`src/rtl/lrmw_pkg.sv`:
```
// Shared types for the locked read-modify-write sequencer.
// Assumes the bus-cycle engine decodes bus_op_e values as listed.
package lrmw_pkg;

    typedef enum logic [2:0] {
        OP_NONE  = 3'd0,
        OP_CPYBK = 3'd1,
        OP_LRD   = 3'd2,
        OP_LWR   = 3'd3,
        OP_SNWB  = 3'd4
    } bus_op_e;

    typedef enum logic [1:0] {
        LS_INV   = 2'd0,
        LS_CLEAN = 2'd1,
        LS_MOD   = 2'd2
    } line_st_e;

    typedef enum logic [3:0] {
        S_IDLE, S_DRAIN, S_CPYBK, S_INVAL, S_RD,
        S_MID, S_SNWB, S_WR, S_RD2
    } seq_st_e;

    localparam int OPW = $bits(bus_op_e);

    // True for the two op codes that belong to the locked pair itself.
    function automatic logic is_locked_op(input bus_op_e op);
        return (op == OP_LRD) || (op == OP_LWR);
    endfunction

    // True for the op codes that move a dirty line back to memory.
    function automatic logic is_writeback_op(input bus_op_e op);
        return (op == OP_CPYBK) || (op == OP_SNWB);
    endfunction

endpackage

```
`src/rtl/lrmw_plan.sv`:
```
// Chooses the first stage after the write buffer has drained.
// It looks at the sequence kind and the recorded line state.
// Assumes: an interrupt acknowledge never touches the cache, and line state 3
// is treated as invalid.
module lrmw_plan
    import lrmw_pkg::*;
(
    input  logic     kind_inta,
    input  logic [1:0] line_st,
    output seq_st_e  first_st
);

    // Select copy-back, invalidate or a direct locked read.
    always_comb begin
        if (kind_inta) begin
            first_st = S_RD;
        end else begin
            case (line_st)
                LS_MOD:   first_st = S_CPYBK;
                LS_CLEAN: first_st = S_INVAL;
                default:  first_st = S_RD;
            endcase
        end
    end

endmodule

```
`src/rtl/lrmw_fsm.sv`:
```
// Sequence control. It accepts a lock request, drains the write buffer and
// walks through the copy-back, invalidate, locked read, optional snoop
// write-back and locked write (or the second read).
// Assumes: done_ok is a completed bus command, and snoop_addr is held by the
// requester until snoop_done.
module lrmw_fsm
    import lrmw_pkg::*;
#(
    parameter int AW = 32
) (
    input  logic          clk,
    input  logic          rst_n,
    input  logic          lock_req,
    input  logic          lock_kind,
    input  logic [AW-1:0] lock_addr,
    input  logic [1:0]    line_state,
    input  logic          wbuf_empty,
    input  logic          mod_ready,
    input  logic          snoop_req,
    input  logic [AW-1:0] snoop_addr,
    input  logic          hold_req,
    input  logic          done_ok,
    output logic          req_active,
    output bus_op_e       req_op,
    output logic [AW-1:0] req_addr,
    output logic          cache_inval,
    output logic          wbuf_drain,
    output logic          core_stall,
    output logic          hold_ack,
    output logic          snoop_done,
    output logic          final_done
);

    seq_st_e       st, st_nx;
    seq_st_e       first_st;
    logic          kind_q;
    logic [1:0]    ls_q;
    logic [AW-1:0] addr_q;
    logic          accept;

    lrmw_plan u_plan (
        .kind_inta (kind_q),
        .line_st   (ls_q),
        .first_st  (first_st)
    );

    // A request is taken only in idle, and only while no hold is pending.
    assign accept = (st == S_IDLE) && lock_req && !hold_req;

    // Next-state selection for the sequence.
    always_comb begin
        st_nx = st;
        case (st)
            S_IDLE:  if (accept) st_nx = S_DRAIN;
            S_DRAIN: if (wbuf_empty) st_nx = first_st;
            S_CPYBK: if (done_ok) st_nx = S_INVAL;
            S_INVAL: st_nx = S_RD;
            S_RD:    if (done_ok) st_nx = S_MID;
            S_MID: begin
                if (snoop_req)      st_nx = S_SNWB;
                else if (kind_q)    st_nx = S_RD2;
                else if (mod_ready) st_nx = S_WR;
            end
            S_SNWB:  if (done_ok) st_nx = S_MID;
            S_WR:    if (done_ok) st_nx = S_IDLE;
            S_RD2:   if (done_ok) st_nx = S_IDLE;
            default: st_nx = S_IDLE;
        endcase
    end

    // State register.
    always_ff @(posedge clk) begin
        if (!rst_n) st <= S_IDLE;
        else        st <= st_nx;
    end

    // Capture the request attributes at acceptance.
    always_ff @(posedge clk) begin
        if (!rst_n) begin
            kind_q <= 1'b0;
            ls_q   <= 2'd0;
            addr_q <= '0;
        end else if (accept) begin
            kind_q <= lock_kind;
            ls_q   <= line_state;
            addr_q <= lock_addr;
        end
    end

    // Command request decoded from the current stage.
    always_comb begin
        req_active = 1'b1;
        case (st)
            S_CPYBK: req_op = OP_CPYBK;
            S_RD:    req_op = OP_LRD;
            S_RD2:   req_op = OP_LRD;
            S_WR:    req_op = OP_LWR;
            S_SNWB:  req_op = OP_SNWB;
            default: begin
                req_op     = OP_NONE;
                req_active = 1'b0;
            end
        endcase
    end

    assign req_addr    = (st == S_SNWB) ? snoop_addr : addr_q;
    assign cache_inval = (st == S_INVAL);
    assign wbuf_drain  = (st == S_DRAIN);
    assign core_stall  = (st != S_IDLE);
    assign hold_ack    = hold_req && (st == S_IDLE);
    assign snoop_done  = done_ok && (st == S_SNWB);
    assign final_done  = done_ok && ((st == S_WR) || (st == S_RD2));

    // a copy-back stage is only ever reached for a modified line in a read-modify-write.
    assert_cpybk_only_dirty_R4: assert property (@(posedge clk) disable iff (!rst_n)
        (st == S_CPYBK) |-> (ls_q == LS_MOD) && !kind_q);

    // an interrupt acknowledge never reaches the cache invalidate stage.
    assert_inta_no_inval_R10: assert property (@(posedge clk) disable iff (!rst_n)
        kind_q && core_stall |-> (st != S_INVAL) && (st != S_CPYBK));

endmodule

```
`src/rtl/lrmw_busif.sv`:
```
// Command port toward the bus-cycle engine. It applies back-off, qualifies
// ready, sets the cacheable indication and holds the lock indication.
// Assumes: cmd_done is only meaningful while the command is valid.
module lrmw_busif
    import lrmw_pkg::*;
#(
    parameter int AW = 32
) (
    input  logic          clk,
    input  logic          rst_n,
    input  logic          req_active,
    input  bus_op_e       req_op,
    input  logic [AW-1:0] req_addr,
    input  logic          boff,
    input  logic          cmd_done,
    input  logic          final_done,
    output logic          cmd_valid,
    output bus_op_e       cmd_op,
    output logic [AW-1:0] cmd_addr,
    output logic          cmd_cache,
    output logic          bus_lock,
    output logic          done_ok
);

    logic lock_q;
    logic issue_locked;

    assign cmd_valid    = req_active && !boff;
    assign cmd_op       = req_op;
    assign cmd_addr     = req_addr;
    assign cmd_cache    = req_active && is_writeback_op(req_op);
    assign done_ok      = cmd_valid && cmd_done;
    assign issue_locked = cmd_valid && is_locked_op(req_op);
    assign bus_lock     = lock_q || issue_locked;

    // Lock is held from the first locked issue until the final ready.
    always_ff @(posedge clk) begin
        if (!rst_n)          lock_q <= 1'b0;
        else if (final_done) lock_q <= 1'b0;
        else if (issue_locked) lock_q <= 1'b1;
    end

    // the lock drops in the cycle after the final ready.
    assert_lock_release_R6: assert property (@(posedge clk) disable iff (!rst_n)
        final_done |=> !bus_lock);

    // a back-off inside a locked sequence does not drop the lock.
    assert_boff_keeps_lock_R8: assert property (@(posedge clk) disable iff (!rst_n)
        boff && $past(bus_lock) && !$past(final_done) |-> bus_lock);

endmodule

```
`src/rtl/lrmw_seq.sv`:
```
// Top of the locked read-modify-write sequencer. It ties the sequence
// control to the command port.
// Assumes: a single bus-cycle engine that serves one command at a time.
module lrmw_seq
    import lrmw_pkg::*;
#(
    parameter int AW = 32
) (
    input  logic          clk,
    input  logic          rst_n,
    input  logic          lock_req,
    input  logic          lock_kind,
    input  logic [AW-1:0] lock_addr,
    input  logic [1:0]    line_state,
    input  logic          wbuf_empty,
    output logic          wbuf_drain,
    input  logic          mod_ready,
    input  logic          snoop_req,
    input  logic [AW-1:0] snoop_addr,
    output logic          snoop_done,
    input  logic          hold_req,
    output logic          hold_ack,
    input  logic          boff,
    output logic          cmd_valid,
    output logic [OPW-1:0] cmd_op,
    output logic [AW-1:0] cmd_addr,
    output logic          cmd_cache,
    input  logic          cmd_done,
    output logic          cache_inval,
    output logic          bus_lock,
    output logic          core_stall
);

    logic          req_active;
    bus_op_e       req_op;
    bus_op_e       op_out;
    logic [AW-1:0] req_addr;
    logic          done_ok;
    logic          final_done;

    lrmw_fsm #(.AW(AW)) u_fsm (
        .clk         (clk),
        .rst_n       (rst_n),
        .lock_req    (lock_req),
        .lock_kind   (lock_kind),
        .lock_addr   (lock_addr),
        .line_state  (line_state),
        .wbuf_empty  (wbuf_empty),
        .mod_ready   (mod_ready),
        .snoop_req   (snoop_req),
        .snoop_addr  (snoop_addr),
        .hold_req    (hold_req),
        .done_ok     (done_ok),
        .req_active  (req_active),
        .req_op      (req_op),
        .req_addr    (req_addr),
        .cache_inval (cache_inval),
        .wbuf_drain  (wbuf_drain),
        .core_stall  (core_stall),
        .hold_ack    (hold_ack),
        .snoop_done  (snoop_done),
        .final_done  (final_done)
    );

    lrmw_busif #(.AW(AW)) u_busif (
        .clk        (clk),
        .rst_n      (rst_n),
        .req_active (req_active),
        .req_op     (req_op),
        .req_addr   (req_addr),
        .boff       (boff),
        .cmd_done   (cmd_done),
        .final_done (final_done),
        .cmd_valid  (cmd_valid),
        .cmd_op     (op_out),
        .cmd_addr   (cmd_addr),
        .cmd_cache  (cmd_cache),
        .bus_lock   (bus_lock),
        .done_ok    (done_ok)
    );

    assign cmd_op = op_out;

    // nothing reaches the bus while the write buffer is being drained.
    assert_drain_blocks_R1: assert property (@(posedge clk) disable iff (!rst_n)
        wbuf_drain |-> !cmd_valid);

    // an invalidate pulse is followed by the locked read request.
    assert_inval_then_read_R3: assert property (@(posedge clk) disable iff (!rst_n)
        cache_inval |=> (cmd_op == OP_LRD) && !cache_inval);

    // locked accesses are never marked cacheable.
    assert_locked_uncached_R5: assert property (@(posedge clk) disable iff (!rst_n)
        cmd_valid && ((cmd_op == OP_LRD) || (cmd_op == OP_LWR)) |-> !cmd_cache);

    // the bus is never granted away during a sequence.
    assert_hold_outside_lock_R7: assert property (@(posedge clk) disable iff (!rst_n)
        hold_ack |-> !bus_lock && !core_stall);

    // back-off removes the command from the bus.
    assert_boff_quiet_R8: assert property (@(posedge clk) disable iff (!rst_n)
        boff |-> !cmd_valid);

    // a snoop write-back inside the sequence runs under the lock.
    assert_snoop_wb_locked_R9: assert property (@(posedge clk) disable iff (!rst_n)
        cmd_valid && (cmd_op == OP_SNWB) |-> bus_lock && cmd_cache);

    // the core is released in the cycle after the final ready.
    assert_stall_release_R11: assert property (@(posedge clk) disable iff (!rst_n)
        final_done |=> !core_stall);

endmodule

```
`config.mk`:
```
export PLATFORM = sky130hd
export DESIGN_NAME = lrmw_seq
export DESIGN_NICKNAME = d
export VERILOG_FILES = /design/src/rtl/lrmw_pkg.sv /design/src/rtl/lrmw_plan.sv /design/src/rtl/lrmw_fsm.sv /design/src/rtl/lrmw_busif.sv /design/src/rtl/lrmw_seq.sv
export SDC_FILE = /design/constraint.sdc
export NUM_CORES = 1
export LEC_CHECK = 0
export BUFFER_PORTS_ARGS = -buffer_cell sky130_fd_sc_hd__buf_4
export CAP_MARGIN = 20
export CORE_UTILIZATION = 25
export CTS_BUF_LIST = sky130_fd_sc_hd__clkbuf_16
export CTS_CLUSTER_SIZE = 8
export DETAILED_ROUTE_END_ITERATION = 7
export PLACE_DENSITY = 0.47
export SLEW_MARGIN = 40
export SYNTH_ARGS = -nofsm -noshare
export SYNTH_HDL_FRONTEND = slang
export SYNTH_SLANG_ARGS = --single-unit
```
`constraint.sdc`:
```
create_clock -name clk -period 6 [get_ports clk]
set_clock_uncertainty 0.1 [all_clocks]
set_input_delay 1.2 -clock clk [delete_from_list [all_inputs] [get_ports clk]]
set_output_delay 1.2 -clock clk [all_outputs]
set_load 0.005 [all_outputs]
```
# == Word level (Yosys, flattened, before mapping) ==
# Index checks and enable logic that the tools add are counted.
# totals
ff_bits,40
latch_bits,0
ram_bits,0
mem_bits_ro,0
n_memories,0
# op_classes
addsub,0
multipliers,0
n_div,0
magnitude_cmp,0
eq_ne,20
shifts,0
mux,14
n_bitwise,1
reduce_logical,23
# op_table
op,count
$mux 32,1
$mux 4,8
$pmux 4 s7,1
$eq 4x3->1 const B,4
$pmux 3 s4,1
$logic_and 1x1->1,9
$eq 4x2->1 const B,2
$ne 2x1->1 const B,4
$reduce_or 2->1,4
$eq 3x2->1 const B,2
$pmux 3 s2,1
$reduce_and 6->1,1
$reduce_or 5->1,1
$eq 4x1->1 const B,1
$eq 4x4->1 const B,1
$logic_not 4->1,1
$logic_or 1x1->1,4
$ne 4x3->1 const B,1
$reduce_bool 4->1,1
$eq 3x1->1 const B,1
$eq 3x3->1 const B,1
$mux 3,1
$eq 2x1->1 const B,1
$eq 2x2->1 const B,1
4 further kinds,5

# == Logic depth before layout (Yosys ltp) ==
# Gate-level depths: netlist (run 1).
# depth
depth_word,7
mapped_depth,7
ltp_nobuf,6

# == By module ==
# From an unflattened synthesis (run 1), not the netlist that was laid out.
# hier_totals
cells_unflattened,300
area_unflattened_um2,2542.4
# modules_own_cells
module,n_inst,cells_each,area_per_inst_um2,seq_area_each_um2
lrmw_fsm,1,249,2154.6,780.7
lrmw_busif,1,44,344.1,20.0
lrmw_plan,1,7,43.8,0.0

# == Worst setup path before layout (run 1) ==
# OpenSTA, ideal clock, no wires.
# synth_timing
path_kind,input -> output
from,in cmd_done
to,out snoop_done
arrival_ps,1609
path_slack_ps,3091
path_stages,2
n_path_buf,0
path_cell_list,nor2b_1 -> and2_1
# synth_via
elab_chain_cells,2
# synth_lines
element,line_no,source
from (decl),lrmw_seq.sv:28,"input logic cmd_done,"
$logic_and 1x1->1,lrmw_busif.sv:32,assign done_ok = cmd_valid && cmd_done;
$logic_and 1x1->1,lrmw_fsm.sv:111,assign snoop_done = done_ok && (st == S_SNWB);
to (decl),lrmw_seq.sv:20,"output logic snoop_done,"
# Every way passes these cells.

# == Worst setup path in the final report (run 1) ==
# layout_timing
from,reg u_fsm.st[1]
to,out cmd_addr[29]
# layout_via
elab_chain_cells,2
# layout_lines
element,line_no,source
from (decl),lrmw_fsm.sv:34,"seq_st_e st, st_nx;"
from (signal assigned),lrmw_fsm.sv:74,else st <= st_nx;
$eq 4x3->1,lrmw_fsm.sv:106,assign req_addr = (st == S_SNWB) ? snoop_addr : addr_q;
$mux 32,lrmw_fsm.sv:106,
to (decl),lrmw_seq.sv:26,"output logic [AW-1:0] cmd_addr,"
# Every way passes these cells.

==> results of run 1 <==
registers in the layout, summed over array words and instances, names as in the netlist:
name            flops
u_fsm.kind_q        1
u_fsm.ls_q          2
u_busif.lock_q      1
u_fsm.st            4
u_fsm.addr_q       32
routing by layer:
metal	global-route usage, %	part of all wire [%]	vias up
li1	-	-	1082
met1	15.8	44	964
met2	20.7	47	66
met3	3.52	7.7	6
met4	3.31	1.1	0
met5	0	0	-
Yosys cell counts (2+ instances only):
master | count | area, µm²
buf_4 | 8 | 60.1
mux2_2 | 4 | 45.0
nand2b_1 | 3 | 18.8
or4b_1 | 2 | 20.0
nor2_1 | 4 | 15.0
buf_2 | 3 | 15.0
nand2_1 | 76 | 285
mux2i_1 | 3 | 30.0
nor2b_1 | 3 | 18.8
o21ai_0 | 2 | 10.0
dfxtp_1 | 40 | 801
inv_1 | 6 | 22.5
nor3_1 | 2 | 10.0
clkbuf_1 | 7 | 26.3
nor4_1 | 3 | 18.8
a21boi_1 | 30 | 225
or2_2 | 2 | 12.5
and2_1 | 3 | 18.8
mux2_1 | 28 | 315
a21boi_0 | 5 | 37.5
kinds of logic after synthesis:
kind of cell    synth area share (%)
simple gates                    22.6
buf+inv                         5.56
flops                           35.9
mux                             17.5
fa+ha+maj                      0.561
compound gates                  17.9
worst min-delay path by stage:
stage / slack [ps] / start / cells past startpoint / to
after floorplan: 330 / u_fsm.addr_q[0] / 2 / u_fsm.addr_q[0]
after global placement: 340 / u_fsm.addr_q[13] / 2 / u_fsm.addr_q[13]
after detailed placement: 340 / u_fsm.addr_q[14] / 2 / u_fsm.addr_q[14]
after CTS: 350 / u_fsm.addr_q[4] / 2 / u_fsm.addr_q[4]
after global routing: 370 / u_fsm.addr_q[4] / 2 / u_fsm.addr_q[4]
final: 350 / u_fsm.addr_q[14] / 2 / u_fsm.addr_q[14]
layout make-up:
class                   count  area [µm²]
clock inverters             3        37.5
inverters                   6        22.5
multi-input cells         189        1310
well taps                 108         135
repair buffers            122         916
flip-flops and latches     40         801
fillers                   942        5340
clock buffers               5         125
tightest hold or removal path: stages (launching register included):
cell      delay, ps
dfxtp_1         300
nand2_1          50
a21boi_1         50
where the power goes:
part           internal [mW]  switching (mW)
Clock                  0.193           0.103
Sequential             0.303          0.0374
Combinational          0.181           0.147
stage by stage:
stage	std cells	util (%)	instance area (µm²)
final	473	38.5	3340
after global routing	473	38.5	3340
after CTS	472	38.4	3330
after detailed placement	464	36.5	3170
after global placement	464	36.5	3170
after floorplan	253	-	2230
==> metrics.txt, run 1 <==
Tmin final 3510 ps; gpl congestion 0.741; WP data arrival 2210 ps; Post-Syn Instances 253; Port Buf Inserts 118; vias in the first global route 1833; critical path depth 5; Critical Path End cmd_addr[29]; core region area 8680 µm²; Syn Nets 330; DRC errors left 0; reg-to-reg startpoint u_fsm.st[0]; Crit. End Element primary output; synthesized flop and latch total 40; EDFF count, synth 0; GRT Total Usage 12.5%; Synth cell types 39; Die Span Y 96.4 µm; clock root cell clkbuf_16; Setup Buffers After CTS 0; vias 2118; TritonRoute pass-1 iters 5; overall power 0.964 mW; global-route wire length before repair 8880 µm; Least-Margin Pin Slew 524 ps; final WL 5990 µm; clock tree sinks 40; Fin Setup TNS 0 ps; Ys Warns 0; pre-CTS WS 2280 ps; Starting Density 25.7%; CTS tree built; TritonCTS Buffers 5; die width 96.4 µm; endpoints failing hold 0; max-slew violation count 0; ys flop type dfxtp_1; status complete, no violations; hold_buf cts 0; layout net count 441; clk buf depth 2; Slew Limit Headroom 65.0%; RR Endpoint u_fsm.st[1]; global route total overflow 0; unrepaired setup endpoints after global routing no; DP Wirelength 4220 µm; crit-path most repeated cell buf_4; Die Area 9300 µm²; leading cell type in the layout, fill and taps excluded buf_4; post-route setup slack 2490 ps; vias per cell 4.48; CTS H-Tree Depth 2; maximum VDD drop 0.000103 V; Pleak 1.52 nW; Ports 119; Final setup viols 0; WP buf/inv 2; initial antenna violation count 0; f_max 285 MHz; register area share after synthesis 35.9%; Tcrit/Tclk final 58.5%; mean post-synth cell area 8.81 µm²; crit-path max cell delay 650 ps; clock-pin slew on the worst setup and hold paths 60 ps; WL per Instance 12.7 µm; DRT iter0 DRCs 49; CP required 4700 ps; row cnt 34; Worst Path Class, Setup flip-flop to primary output; most frequent cells in the layout buf_4, nand2_1, dfxtp_1; post_cts resized 0; Setup crit start kind flip-flop; Worst-Skew Late Latency 280 ps; Cell Pwr Density 288 nW/µm²; Hold Worst Slack 348 ps; Hold Crit Class flip-flop to flip-flop; largest net degree at the start of global routing 45; Reg2Reg Setup Slack 3910 ps; R2R depth 4; Async SR Flop Fraction 0%; Ant. Diodes 0; CP max-delay cell dfxtp_1; family with the most delay on the worst path flip-flops; beginning of the critical path u_fsm.st[1]; area growth from synthesis to layout 49.9%; number of max-cap violations 0; Max FO, Critical Path 17; CP cell instances nand2b_4 -> nor3b_4 -> buf_4 -> mux2_1 -> buf_4; ratio of cells with drive above 1 in the final layout 38.9%; Mapped Area 2230 µm²; number of routed nets with antenna violations 0
Note: power is estimated with default switching activity, not from simulation.
==> run 2, diff against run 1 <==
Clock period 6 ns to 3.55 ns, I/O delays scaled along.
==> run 2 against run 1 <==
Net effect: worst hold slack better by 1.4 ps; sequential power is 69% higher; critical path depth stayed put; non-clock buffer count stayed put; clock power is 120% higher; register-to-register slack worse by 2500 ps; clock-buffer cell count stayed put; setup slack worse by 1800 ps; via count is 0.52% higher; sequential share of layout area is 0.37 points lower; largest power group is now the clock network.
==> metrics.txt, run 2 (synthesis gave the netlist of run 1 again) <==
clock-pin slew on the worst setup and hold paths 60 ps; DRT iter0 DRCs 33; core region area 8680 µm²; Hold Worst Slack 349 ps; Hold Crit Class flip-flop to flip-flop; clock share of power 36.4%; Port Buf Inserts 118; CTS H-Tree Depth 2; crit-path most repeated cell buf_4; most frequent cells in the layout buf_4, nand2_1, dfxtp_1; Ports 119; Sw Ratio 27.5%; unrepaired setup endpoints after global routing no; area growth from synthesis to layout 52.2%; Fin Setup TNS 0 ps; Cell Pwr Density 525 nW/µm²; TritonRoute pass-1 iters 4; fillers 913; layout net count 441; maximum VDD drop 0.000216 V; vias in the first global route 1997; endpoints failing hold 0; sequential share of power 32.4%; Ant. Diodes 0; CP cell instances nand2b_4 -> nor3b_4 -> buf_4 -> mux2_1 -> buf_4; Int Pwr 1.29 mW; global route total overflow 0; Final setup viols 0; hold_buf cts 0; Setup Buffers After CTS 0; DRC errors left 0; post_cts resized 0; gpl congestion 0.812; number of routed nets with antenna violations 0; clk buf depth 2; vias per cell 4.50; DP Wirelength 4300 µm; clock root cell clkbuf_16; NetSw 0.490 mW; leading cell type in the layout, fill and taps excluded buf_4; clock tree sinks 40; Largest Register u_fsm.addr_q; largest net degree at the start of global routing 45; Crit. End Element primary output; Least-Margin Pin Slew 535 ps; Pleak 1.55 nW; Largest register FFs 32; WL per Instance 12.7 µm; TritonCTS Buffers 5; CTS tree built; initial antenna violation count 0; ratio of cells with drive above 1 in the final layout 39.5%; Worst-Skew Late Latency 280 ps; vias 2129; Tcrit/Tclk final 80.5%; Die Span Y 96.4 µm; Starting Density 25.7%; WP data arrival 2050 ps; row cnt 34; Slew Limit Headroom 64.3%; die width 96.4 µm; crit-path max cell delay 660 ps; CP required 2740 ps; number of max-cap violations 0; Max FO, Critical Path 17; Setup crit start kind flip-flop; Reg area 801 µm²; max-slew violation count 0; area of the multi-input gates 1310 µm²; status complete, no violations; Top Registers u_fsm.addr_q: 32 flops, u_fsm.st: 4 flops, u_fsm.ls_q: 2 flops; CP max-delay cell dfxtp_1; final WL 6030 µm; combinational share of power 31.2%; f_max 350 MHz; Worst Path Class, Setup flip-flop to primary output; global-route wire length before repair 9360 µm; GRT Total Usage 13.1%; Die Area 9300 µm²; Tmin final 2860 ps
run 2: power groups by stage:
stage	clock (mW)	sequential [mW]	combinational, mW
final	0.649	0.577	0.556
after floorplan	0	0.546	0.364
after global routing	0.691	0.588	0.626
after detailed placement	0	0.588	0.569
after global placement	0	0.587	0.564
after CTS	0.673	0.578	0.571
run 2: through the flow:
| step | power, mW | setup WS (ps) | instances | utilization (%) | area (µm²) |
|---|---|---|---|---|---|
| detailed placement | 1.16 | 977 | 465 | 36.6 | 3180 |
| finish | 1.78 | 691 | 473 | 39.1 | 3390 |
| global route | 1.91 | 585 | 473 | 39.1 | 3390 |
| global placement | 1.15 | 1020 | 465 | 36.6 | 3180 |
| CTS | 1.82 | 663 | 473 | 39.1 | 3390 |
| floorplan | 0.910 | 1220 | 253 | - | 2230 |
run 2: worst paths after layout:
| check | from | endpoint | slack [ps] | cells past startpoint |
|---|---|---|---|---|
| min | u_fsm.addr_q[14] | u_fsm.addr_q[14] | 350 | 2 |
| max reg2reg | u_fsm.st[0] | u_fsm.st[2] | 1430 | 4 |
| max | u_fsm.st[1] | cmd_addr[7] | 690 | 5 |
| min reg2reg | u_fsm.addr_q[14] | u_fsm.addr_q[14] | 350 | 2 |
run 2: cell type report:
class / instances / share of cell area [%]
Sequential cell: 40 / 23.6
Clock inverter: 3 / 2.65
Timing Repair Buffer: 122 / 27.0
Clock buffer: 5 / 3.69
Tap cell: 108 / 3.98
Inverter: 6 / 0.663
Multi-Input combinational cell: 189 / 38.4
run 2: routing by layer:
layer	share of wire, %	wire (µm)	global-route usage [%]	vias to the layer above
li1	-	-	-	1082
met1	43	2580	15.5	967
met2	49	2930	22.9	71
met3	6.8	411	3.29	9
met4	1.7	102	4.41	0
met5	0	0	0	-
run 2: critical path: cells and delay by family (launching register included):
family / cells / cell delay [ps]
muxes: 1 / 350
and+or+nand+nor: 2 / 320
buffers and inverters: 2 / 430
DFF: 1 / 660
